### config.mk
export PLATFORM = sky130hd
export DESIGN_NAME = fgw_trap_ctl_unit
export DESIGN_NICKNAME = d
export VERILOG_FILES = /design/src/rtl/fgw_pkg.sv /design/src/rtl/fgw_sel_decode.sv /design/src/rtl/fgw_access_arbiter.sv /design/src/rtl/fgw_ctl_store.sv /design/src/rtl/fgw_trap_ctl_unit.sv
export SDC_FILE = /design/constraint.sdc
export NUM_CORES = 1
export LEC_CHECK = 0
export BUFFER_PORTS_ARGS = -buffer_cell sky130_fd_sc_hd__buf_2
export CORE_ASPECT_RATIO = 1.75
export CORE_UTILIZATION = 30
export DETAILED_ROUTE_END_ITERATION = 16
export GPL_TIMING_DRIVEN = 1
export HOLD_SLACK_MARGIN = 0.15
export PLACE_DENSITY = 0.63
export SKIP_LAST_GASP = 1
export SYNTH_ARGS = -nofsm -noshare
export SYNTH_HDL_FRONTEND = slang
export SYNTH_SLANG_ARGS = --single-unit
### constraint.sdc
create_clock -name clk -period 0.8 [get_ports clk]
set_input_delay 0.2 -clock clk [delete_from_list [all_inputs] [get_ports clk]]
set_output_delay 0.2 -clock clk [all_outputs]
set_load 0.02 [all_outputs]
### src/rtl/fgw_pkg.sv
package fgw_pkg;

  localparam int REG_W = 64;

  typedef enum logic [2:0] {
    OUT_OK       = 3'd0,
    OUT_UNDEF    = 3'd1,
    OUT_TRAP_EL2 = 3'd2,
    OUT_TRAP_EL3 = 3'd3,
    OUT_REDIR    = 3'd4
  } fgw_outcome_e;

  localparam logic [5:0] TRAP_CLASS = 6'h18;

  // Positions that never hold a control bit.
  function automatic logic [REG_W-1:0] fgw_rsvd_mask();
    logic [REG_W-1:0] m;
    m = '0;
    m[51] = 1'b1; m[46] = 1'b1; m[42] = 1'b1; m[40] = 1'b1;
    m[28] = 1'b1; m[26] = 1'b1; m[25] = 1'b1; m[21] = 1'b1;
    m[18] = 1'b1; m[15] = 1'b1; m[14] = 1'b1; m[10] = 1'b1;
    m[9]  = 1'b1; m[2]  = 1'b1;
    return m;
  endfunction

  // Access resolution by level and context.
  function automatic fgw_outcome_e fgw_resolve(
    input logic [1:0] lvl,
    input logic [2:0] nv,
    input logic       hyp,
    input logic       el3p,
    input logic       fgt_en,
    input logic       prio
  );
    fgw_outcome_e r;
    case (lvl)
      2'd0: r = OUT_UNDEF;
      2'd1: begin
        if (!hyp)                r = OUT_UNDEF;
        else if (nv[2] && nv[0]) r = OUT_REDIR;
        else if (nv[0])          r = OUT_TRAP_EL2;
        else                     r = OUT_UNDEF;
      end
      2'd2: begin
        if (!hyp)                r = OUT_UNDEF;
        else if (el3p && !fgt_en) r = prio ? OUT_UNDEF : OUT_TRAP_EL3;
        else                     r = OUT_OK;
      end
      default: r = OUT_OK;
    endcase
    return r;
  endfunction

endpackage

### src/rtl/fgw_sel_decode.sv
module fgw_sel_decode #(
  parameter int OP0_W = 2,
  parameter int OP1_W = 3,
  parameter int CRN_W = 4,
  parameter int CRM_W = 4,
  parameter int OP2_W = 3,
  parameter logic [OP0_W-1:0] SEL_OP0 = 2'b11,
  parameter logic [OP1_W-1:0] SEL_OP1 = 3'b100,
  parameter logic [CRN_W-1:0] SEL_CRN = 4'b0001,
  parameter logic [CRM_W-1:0] SEL_CRM = 4'b0001,
  parameter logic [OP2_W-1:0] SEL_OP2 = 3'b101
) (
  input  logic [OP0_W-1:0] op0,
  input  logic [OP1_W-1:0] op1,
  input  logic [CRN_W-1:0] crn,
  input  logic [CRM_W-1:0] crm,
  input  logic [OP2_W-1:0] op2,
  output logic             hit
);
  localparam int NFIELD = 5;
  logic [NFIELD-1:0] fmatch;

  always_comb begin
    fmatch[0] = (op0 == SEL_OP0);
    fmatch[1] = (op1 == SEL_OP1);
    fmatch[2] = (crn == SEL_CRN);
    fmatch[3] = (crm == SEL_CRM);
    fmatch[4] = (op2 == SEL_OP2);
  end

  assign hit = &fmatch;
endmodule

### src/rtl/fgw_access_arbiter.sv
module fgw_access_arbiter
  import fgw_pkg::*;
(
  input  logic         req_valid,
  input  logic         sel_hit,
  input  logic         req_write,
  input  logic [1:0]   req_level,
  input  logic [2:0]   nv_bits,
  input  logic         hyp_present,
  input  logic         el3_present,
  input  logic         el3_fgt_en,
  input  logic         el3_undef_prio,
  output logic         accepted,
  output fgw_outcome_e outcome,
  output logic         commit_wr,
  output logic         read_ok
);
  assign accepted = req_valid && sel_hit;

  always_comb begin
    outcome = fgw_resolve(req_level, nv_bits, hyp_present,
                          el3_present, el3_fgt_en, el3_undef_prio);
  end

  // Only a completed access with the hypervisor level present touches the word.
  assign commit_wr = accepted && req_write  && (outcome == OUT_OK) && hyp_present;
  assign read_ok   = accepted && !req_write && (outcome == OUT_OK) && hyp_present;
endmodule

### src/rtl/fgw_ctl_store.sv
module fgw_ctl_store #(
  parameter int W = 64,
  parameter logic [W-1:0] RSVD = '0
) (
  input  logic         clk,
  input  logic         rst_n,
  input  logic         wr_en,
  input  logic [W-1:0] wdata,
  output logic [W-1:0] q
);
  localparam logic [W-1:0] KEEP = ~RSVD;

  always_ff @(posedge clk or negedge rst_n) begin
    if (!rst_n)     q <= '0;
    else if (wr_en) q <= wdata & KEEP;
  end
endmodule

### src/rtl/fgw_trap_ctl_unit.sv
module fgw_trap_ctl_unit
  import fgw_pkg::*;
#(
  parameter int OFF_W = 12,
  parameter logic [OFF_W-1:0] REDIR_OFF = 12'h1C0
) (
  input  logic              clk,
  input  logic              rst_n,
  input  logic              req_valid,
  input  logic              req_write,
  input  logic [1:0]        req_op0,
  input  logic [2:0]        req_op1,
  input  logic [3:0]        req_crn,
  input  logic [3:0]        req_crm,
  input  logic [2:0]        req_op2,
  input  logic [REG_W-1:0]  req_wdata,
  input  logic [1:0]        req_level,
  input  logic [2:0]        nv_bits,
  input  logic              hyp_present,
  input  logic              el3_present,
  input  logic              el3_fgt_en,
  input  logic              el3_undef_prio,
  output logic              rsp_valid,
  output logic [2:0]        rsp_outcome,
  output logic [5:0]        rsp_class,
  output logic [REG_W-1:0]  rsp_rdata,
  output logic              rsp_mem_req,
  output logic              rsp_mem_write,
  output logic [OFF_W-1:0]  rsp_mem_offset,
  output logic [REG_W-1:0]  rsp_mem_wdata,
  output logic [REG_W-1:0]  ctl_value
);
  localparam logic [REG_W-1:0] RSVD_MASK = fgw_rsvd_mask();

  // Named internal events, visible to the bound checker.
  logic         sel_hit;
  logic         accepted;
  fgw_outcome_e outcome;
  logic         commit_wr;
  logic         read_ok;
  logic         is_trap;
  logic         is_redir;

  fgw_sel_decode u_dec (
    .op0 (req_op0),
    .op1 (req_op1),
    .crn (req_crn),
    .crm (req_crm),
    .op2 (req_op2),
    .hit (sel_hit)
  );

  fgw_access_arbiter u_arb (
    .req_valid      (req_valid),
    .sel_hit        (sel_hit),
    .req_write      (req_write),
    .req_level      (req_level),
    .nv_bits        (nv_bits),
    .hyp_present    (hyp_present),
    .el3_present    (el3_present),
    .el3_fgt_en     (el3_fgt_en),
    .el3_undef_prio (el3_undef_prio),
    .accepted       (accepted),
    .outcome        (outcome),
    .commit_wr      (commit_wr),
    .read_ok        (read_ok)
  );

  fgw_ctl_store #(.W(REG_W), .RSVD(RSVD_MASK)) u_store (
    .clk   (clk),
    .rst_n (rst_n),
    .wr_en (commit_wr),
    .wdata (req_wdata),
    .q     (ctl_value)
  );

  assign is_trap  = (outcome == OUT_TRAP_EL2) || (outcome == OUT_TRAP_EL3);
  assign is_redir = (outcome == OUT_REDIR);

  always_ff @(posedge clk or negedge rst_n) begin
    if (!rst_n) begin
      rsp_valid      <= 1'b0;
      rsp_outcome    <= '0;
      rsp_class      <= '0;
      rsp_rdata      <= '0;
      rsp_mem_req    <= 1'b0;
      rsp_mem_write  <= 1'b0;
      rsp_mem_offset <= '0;
      rsp_mem_wdata  <= '0;
    end else if (accepted) begin
      rsp_valid      <= 1'b1;
      rsp_outcome    <= outcome;
      rsp_class      <= is_trap ? TRAP_CLASS : 6'h00;
      rsp_rdata      <= read_ok ? ctl_value : '0;
      rsp_mem_req    <= is_redir;
      rsp_mem_write  <= is_redir && req_write;
      rsp_mem_offset <= is_redir ? REDIR_OFF : '0;
      rsp_mem_wdata  <= (is_redir && req_write) ? req_wdata : '0;
    end else begin
      rsp_valid      <= 1'b0;
      rsp_outcome    <= '0;
      rsp_class      <= '0;
      rsp_rdata      <= '0;
      rsp_mem_req    <= 1'b0;
      rsp_mem_write  <= 1'b0;
      rsp_mem_offset <= '0;
      rsp_mem_wdata  <= '0;
    end
  end
endmodule

## Yosys cells after proc, flatten, opt, wreduce, memory -nomap -nowiden

Cells that the tools add are included.

- Equality and inequality tests: 10
- Mux-type cells: 19
- Reductions and logical operators: 16

Operators by type and width:

| kind | number |
|---|---|
| $mux 64 | 4 |
| $mux 9 | 2 |
| $mux 3 | 5 |
| $logic_and 1x1->1 | 10 |
| $mux 5 | 2 |
| $eq 3x3->1 const B | 3 |
| $pmux 3 s3 | 1 |
| $eq 4x1->1 const B | 2 |
| $eq 3x2->1 const B | 2 |
| $reduce_and 5->1 | 1 |
| $eq 2x2->1 const B | 2 |
| $mux 2 | 2 |
| $logic_not 3->1 | 1 |
| $mux 1 | 3 |
| $eq 2x1->1 const B | 1 |
| $logic_not 1->1 | 2 |
| $logic_not 2->1 | 1 |
| $logic_or 1x1->1 | 1 |

- Register bits: 202
- Bits of input ports: 93
- Output and inout bits: 216
- Logic and storage cells: 54

## Longest topological paths before layout

- Depth after elaboration: 10
- Gate-level depth with buffers: 6
- Gate-level depth less buffers: 4

## Hierarchy

From an unflattened synthesis, not the netlist that was laid out.

- Cell total of the unflattened synthesis: 455
- Area total of the unflattened synthesis: 6,910.4 um^2

Modules (own cells, without submodules):

| module | times used | cells an instance | area an instance (um^2) | sequential area each (um^2) |
|---|---|---|---|---|
| fgw_trap_ctl_unit | 1 | 315 | 4,540.6 | 3,378.2 |
| fgw_ctl_store | 1 | 121 | 2,222.1 | 1,251.2 |
| fgw_access_arbiter | 1 | 14 | 95.1 | 0.0 |
| fgw_sel_decode | 1 | 5 | 52.6 | 0.0 |

## Worst setup path before layout

Ideal clock, no wire load.

- Kind: input port to flip-flop
- From: input req_crm[1]
- To: register u_store.q[0]
- Setup time: 125 ps
- Data arrival time: 1,560 ps
- Required time: 675 ps
- Setup slack: -885 ps
- Stages: 5
- Buffers on the path: 1
- Path through: nor4b_2 -> nand2_2 -> nor4_4 -> buf_6 -> mux2_4

- Word-level cells in the longest chain between the ends: 6

RTL lines:

| element | line | RTL |
|---|---|---|
| from (decl) | fgw_trap_ctl_unit.sv:14 | `input logic [3:0] req_crm,` |
| $eq 4x1->1 | fgw_sel_decode.sv:27 | `fmatch[3] = (crm == SEL_CRM);` |
| $reduce_and 5->1 | fgw_sel_decode.sv:31 | `assign hit = &fmatch;` |
| $logic_and 1x1->1 | fgw_access_arbiter.sv:18 | `assign accepted = req_valid && sel_hit;` |
| $logic_and 1x1->1 (3 in a row) | fgw_access_arbiter.sv:26 | `assign commit_wr = accepted && req_write && (outcome == OUT_OK) && hyp_present;` |
| to (signal assigned) | fgw_ctl_store.sv:15 | `else if (wr_en) q <= wdata & KEEP;` |
| to (decl) | fgw_ctl_store.sv:9 | `output logic [W-1:0] q` |

Every way passes these cells.
A chain may end at the register's enable or synchronous reset.

## Worst setup path in the final report

- From: input req_op1[1]
- To: register u_store.q[16]

- Word-level cells in the longest chain between the ends: 6

RTL lines:

| element | line | RTL |
|---|---|---|
| from (decl) | fgw_trap_ctl_unit.sv:12 | `input logic [2:0] req_op1,` |
| $eq 3x3->1 | fgw_sel_decode.sv:25 | `fmatch[1] = (op1 == SEL_OP1);` |
| $reduce_and 5->1 | fgw_sel_decode.sv:31 |  |
| $logic_and 1x1->1 | fgw_access_arbiter.sv:18 |  |
| $logic_and 1x1->1 (3 in a row) | fgw_access_arbiter.sv:26 |  |

Every way passes these cells.

==> impl_metrics.env <==
export IMPL_crit_buf_inv=3
export IMPL_totalWireLength_um=21000
export IMPL_ys_top_cells_by_area="dfrtp_1, mux2_4, and2_1"
export IMPL_period_minus_slack_ns=1.32
export IMPL_critical_path_max_stage_delay_ns=0.31
export IMPL_die_height_um=195
export IMPL_synth_adder_area_share=0
export IMPL_synth_xor_area_frac=0
export IMPL_via_per_inst=4.39
export IMPL_cts_buffers=17
export IMPL_hpwl_um=11600
export IMPL_peakVddDrop_mv=0.957
export IMPL_path_cells="buf_6 -> and4bb_2 -> nand3_2 -> nor4_4 -> buf_4 -> buf_12 -> mux2_4"
export IMPL_crit_path_start_kind="primary input"
export IMPL_ys_warnings_count=0
export IMPL_critPathSlowestCell="mux2_4"
export IMPL_port_buffers=266
export IMPL_diodes=0
export IMPL_synth_simple_area_share=0.139
export IMPL_finalWeightedCongestion=0.761
export IMPL_overflow=0
export IMPL_final_common_cell="buf_6"
export IMPL_violations="setup timing"
export IMPL_synth_top_area_cell="dfrtp_1"
export IMPL_die_area_um2=22000
export IMPL_hold_depth=3
export IMPL_ant_nets=0
export IMPL_grt_pass1_wl_um=27700
export IMPL_fin_worst_skew_ns=0.00818
export IMPL_cts_tree="done"
export IMPL_ctsHoldBuffers=65
export IMPL_critical_path_required_ns=1.11
export IMPL_r2r_start="u_store.q[38]"
export IMPL_fin_ws_ns=-0.522
export IMPL_tns_ns=-136.25
export IMPL_wl_per_cell_um=18.5
export IMPL_cts_root_buffer="clkbuf_16"
export IMPL_cts_clk_slew_worst_paths_ns=0.07
export IMPL_crit_family="simple AND/OR/NAND/NOR gates"
export IMPL_synthMuxAreaShare=0.117
export IMPL_synth_top_family_by_area="simple AND/OR/NAND/NOR gates"
export IMPL_clock_tree_buffer_depth=2
export IMPL_crit_fanout=12
export IMPL_clock_latency_ns=0.43
export IMPL_syn_inst=427
export IMPL_syn_area_um2=6400
export IMPL_synth_area_per_cell_um2=15.0
export IMPL_first_global_vias=5038
export IMPL_final_cell_mix="buf_6, dfrtp_1, and2_1"
export IMPL_hold_violations=0
export IMPL_fin_nets=963
export IMPL_ys_seq_area_frac=0.668
export IMPL_cp_arrival_ns=1.64
export IMPL_fmaxAchievable_ghz=0.756
export IMPL_cts_sinks=171
export IMPL_cap_violations=0
export IMPL_htree_levels=4
export IMPL_row_count=70
export IMPL_r2r_slack_ns=-0.25
export IMPL_synth_edff_count=0
export IMPL_die_w_um=112
export IMPL_drtPass1Iterations=6
export IMPL_ys_ff_latch=171
export IMPL_synth_distinct_cells=29
export IMPL_io_pins=309
export IMPL_grt_max_degree=39
export IMPL_status="finished, violations left"
export IMPL_crit_type="primary input to flop"
export IMPL_ys_flop_type="dfrtp_1"
export IMPL_drive_gt1_frac=0.555
export IMPL_fill_cells=1601
export IMPL_maxSlewViolCount=0
export IMPL_vias=4982
export IMPL_antenna_found_initial=1
export IMPL_ys_async_sr_fraction=1.00
export IMPL_setup_violations=346
export IMPL_rsz0062_at_grt="true"
export IMPL_drtIter0Drc=242
export IMPL_yosysTopAreaCellShare=0.668
export IMPL_finalCritPeriodShare=1.65
export IMPL_p_leak_nw=6.03
export IMPL_reg2reg_depth=3
export IMPL_grt_use_total=0.173
export IMPL_hold_path_class="primary input to flop"
export IMPL_syn_to_final_growth_pct=80.1
export IMPL_hold_slack_ns=0.0571
export IMPL_initial_core_util=0.306
export IMPL_crit_path_end_kind="flop"
export IMPL_r2r_end="u_store.q[38]"
export IMPL_min_to="rsp_outcome[0]"
export IMPL_coreArea_um2=20900
export IMPL_worstHoldStart="hyp_present"
export IMPL_synth_compound_area_frac=0.00469
export IMPL_drc=0
export IMPL_p_per_area_nw_per_um2=1600
## where the power goes
part           total, mW  leakage (nW)  switching [mW]  internal, mW
clock               8.71         0.296            3.65          5.07
combinational       1.07          3.35           0.573         0.497
sequential          8.64          2.39        0.000104          8.64
total               18.4          6.03            4.22          14.2
## Yosys cell counts, types with 2 or more instances
| master | n |
|---|---|
| dfrtp_1 | 171 |
| and2_1 | 114 |
| mux2_4 | 50 |
| buf_4 | 45 |
| clkbuf_1 | 12 |
| buf_6 | 5 |
| nor2_1 | 5 |
| and3b_1 | 2 |
| inv_1 | 2 |
| nand4_1 | 2 |
## through the flow
step | std cells | util | instance area, µm² | total power, mW | worst slack (ns)
2_1_floorplan | 467 | - | 6590 | 9.18 | -0.882
3_3_place_gp | 955 | 0.389 | 8140 | 9.58 | -0.983
3_5_place_dp | 955 | 0.389 | 8140 | 9.58 | -1.02
4_1_cts | 1107 | 0.497 | 10400 | 18.6 | -0.514
5_1_grt | 1135 | 0.551 | 11500 | 19.0 | -0.576
6_report | 1135 | 0.551 | 11500 | 18.4 | -0.522
## repair_timing
action | in CTS | in global routing
endpoints found under the hold margin | 286 | 1
gates resized for setup | 132 | 275
setup buffers | 49 | 22
pin swaps | 6 | 11
gates cloned | 6 | 9
setup endpoints to repair | 346 | 346
## worst min-delay path: stages
cell and delay [ns]:
buf_2 0.09, buf_4 0.11, a221oi_2 0.05
## sequential cells by signal, indices dropped and copies added, names as in the netlist
signal and cells:
rsp_class 1, rsp_mem_offset 1, rsp_outcome 3, rsp_valid 1, rsp_mem_wdata 64, rsp_rdata 50, u_store.q 50, rsp_mem_write 1
## routing by layer
| metal | up-vias | track usage | part of all wire |
|---|---|---|---|
| li1 | 2167 | - | - |
| met1 | 2501 | 0.167 | 0.34 |
| met2 | 258 | 0.325 | 0.57 |
| met3 | 54 | 0.0431 | 0.048 |
| met4 | 2 | 0.103 | 0.041 |
| met5 | - | 0 | 0.00048 |
## layout make-up
class | count | area, µm² | area share
Tap cell | 252 | 315 | 0.0273
Inverter | 2 | 7.51 | 0.000651
Sequential cell | 171 | 4280 | 0.371
Clock buffer | 18 | 439 | 0.0381
Timing Repair Buffer | 447 | 4390 | 0.381
Multi-Input combinational cell | 231 | 1910 | 0.166
Clock inverter | 14 | 181 | 0.0157
## worst max path at each step
stage | start | to | slack, ns | depth (start not counted)
final | req_op1[1] | u_store.q[16] | -0.52 | 7
after detailed placement | req_crm[1] | u_store.q[61] | -1.02 | 7
after global routing | req_op1[0] | u_store.q[1] | -0.58 | 7
after CTS | req_op1[1] | u_store.q[38] | -0.51 | 7
after floorplan | req_crm[1] | u_store.q[0] | -0.88 | 5
after global placement | req_crm[1] | u_store.q[41] | -0.98 | 7
## kinds of logic after synthesis
family                 Yosys count
buffers and inverters           65
other                            1
multiplexers                    50
flip-flops                     171
AO/OA/AOI/OAI                    4
AND/OR/NAND/NOR                136
(Power assumes the default switching activity.)
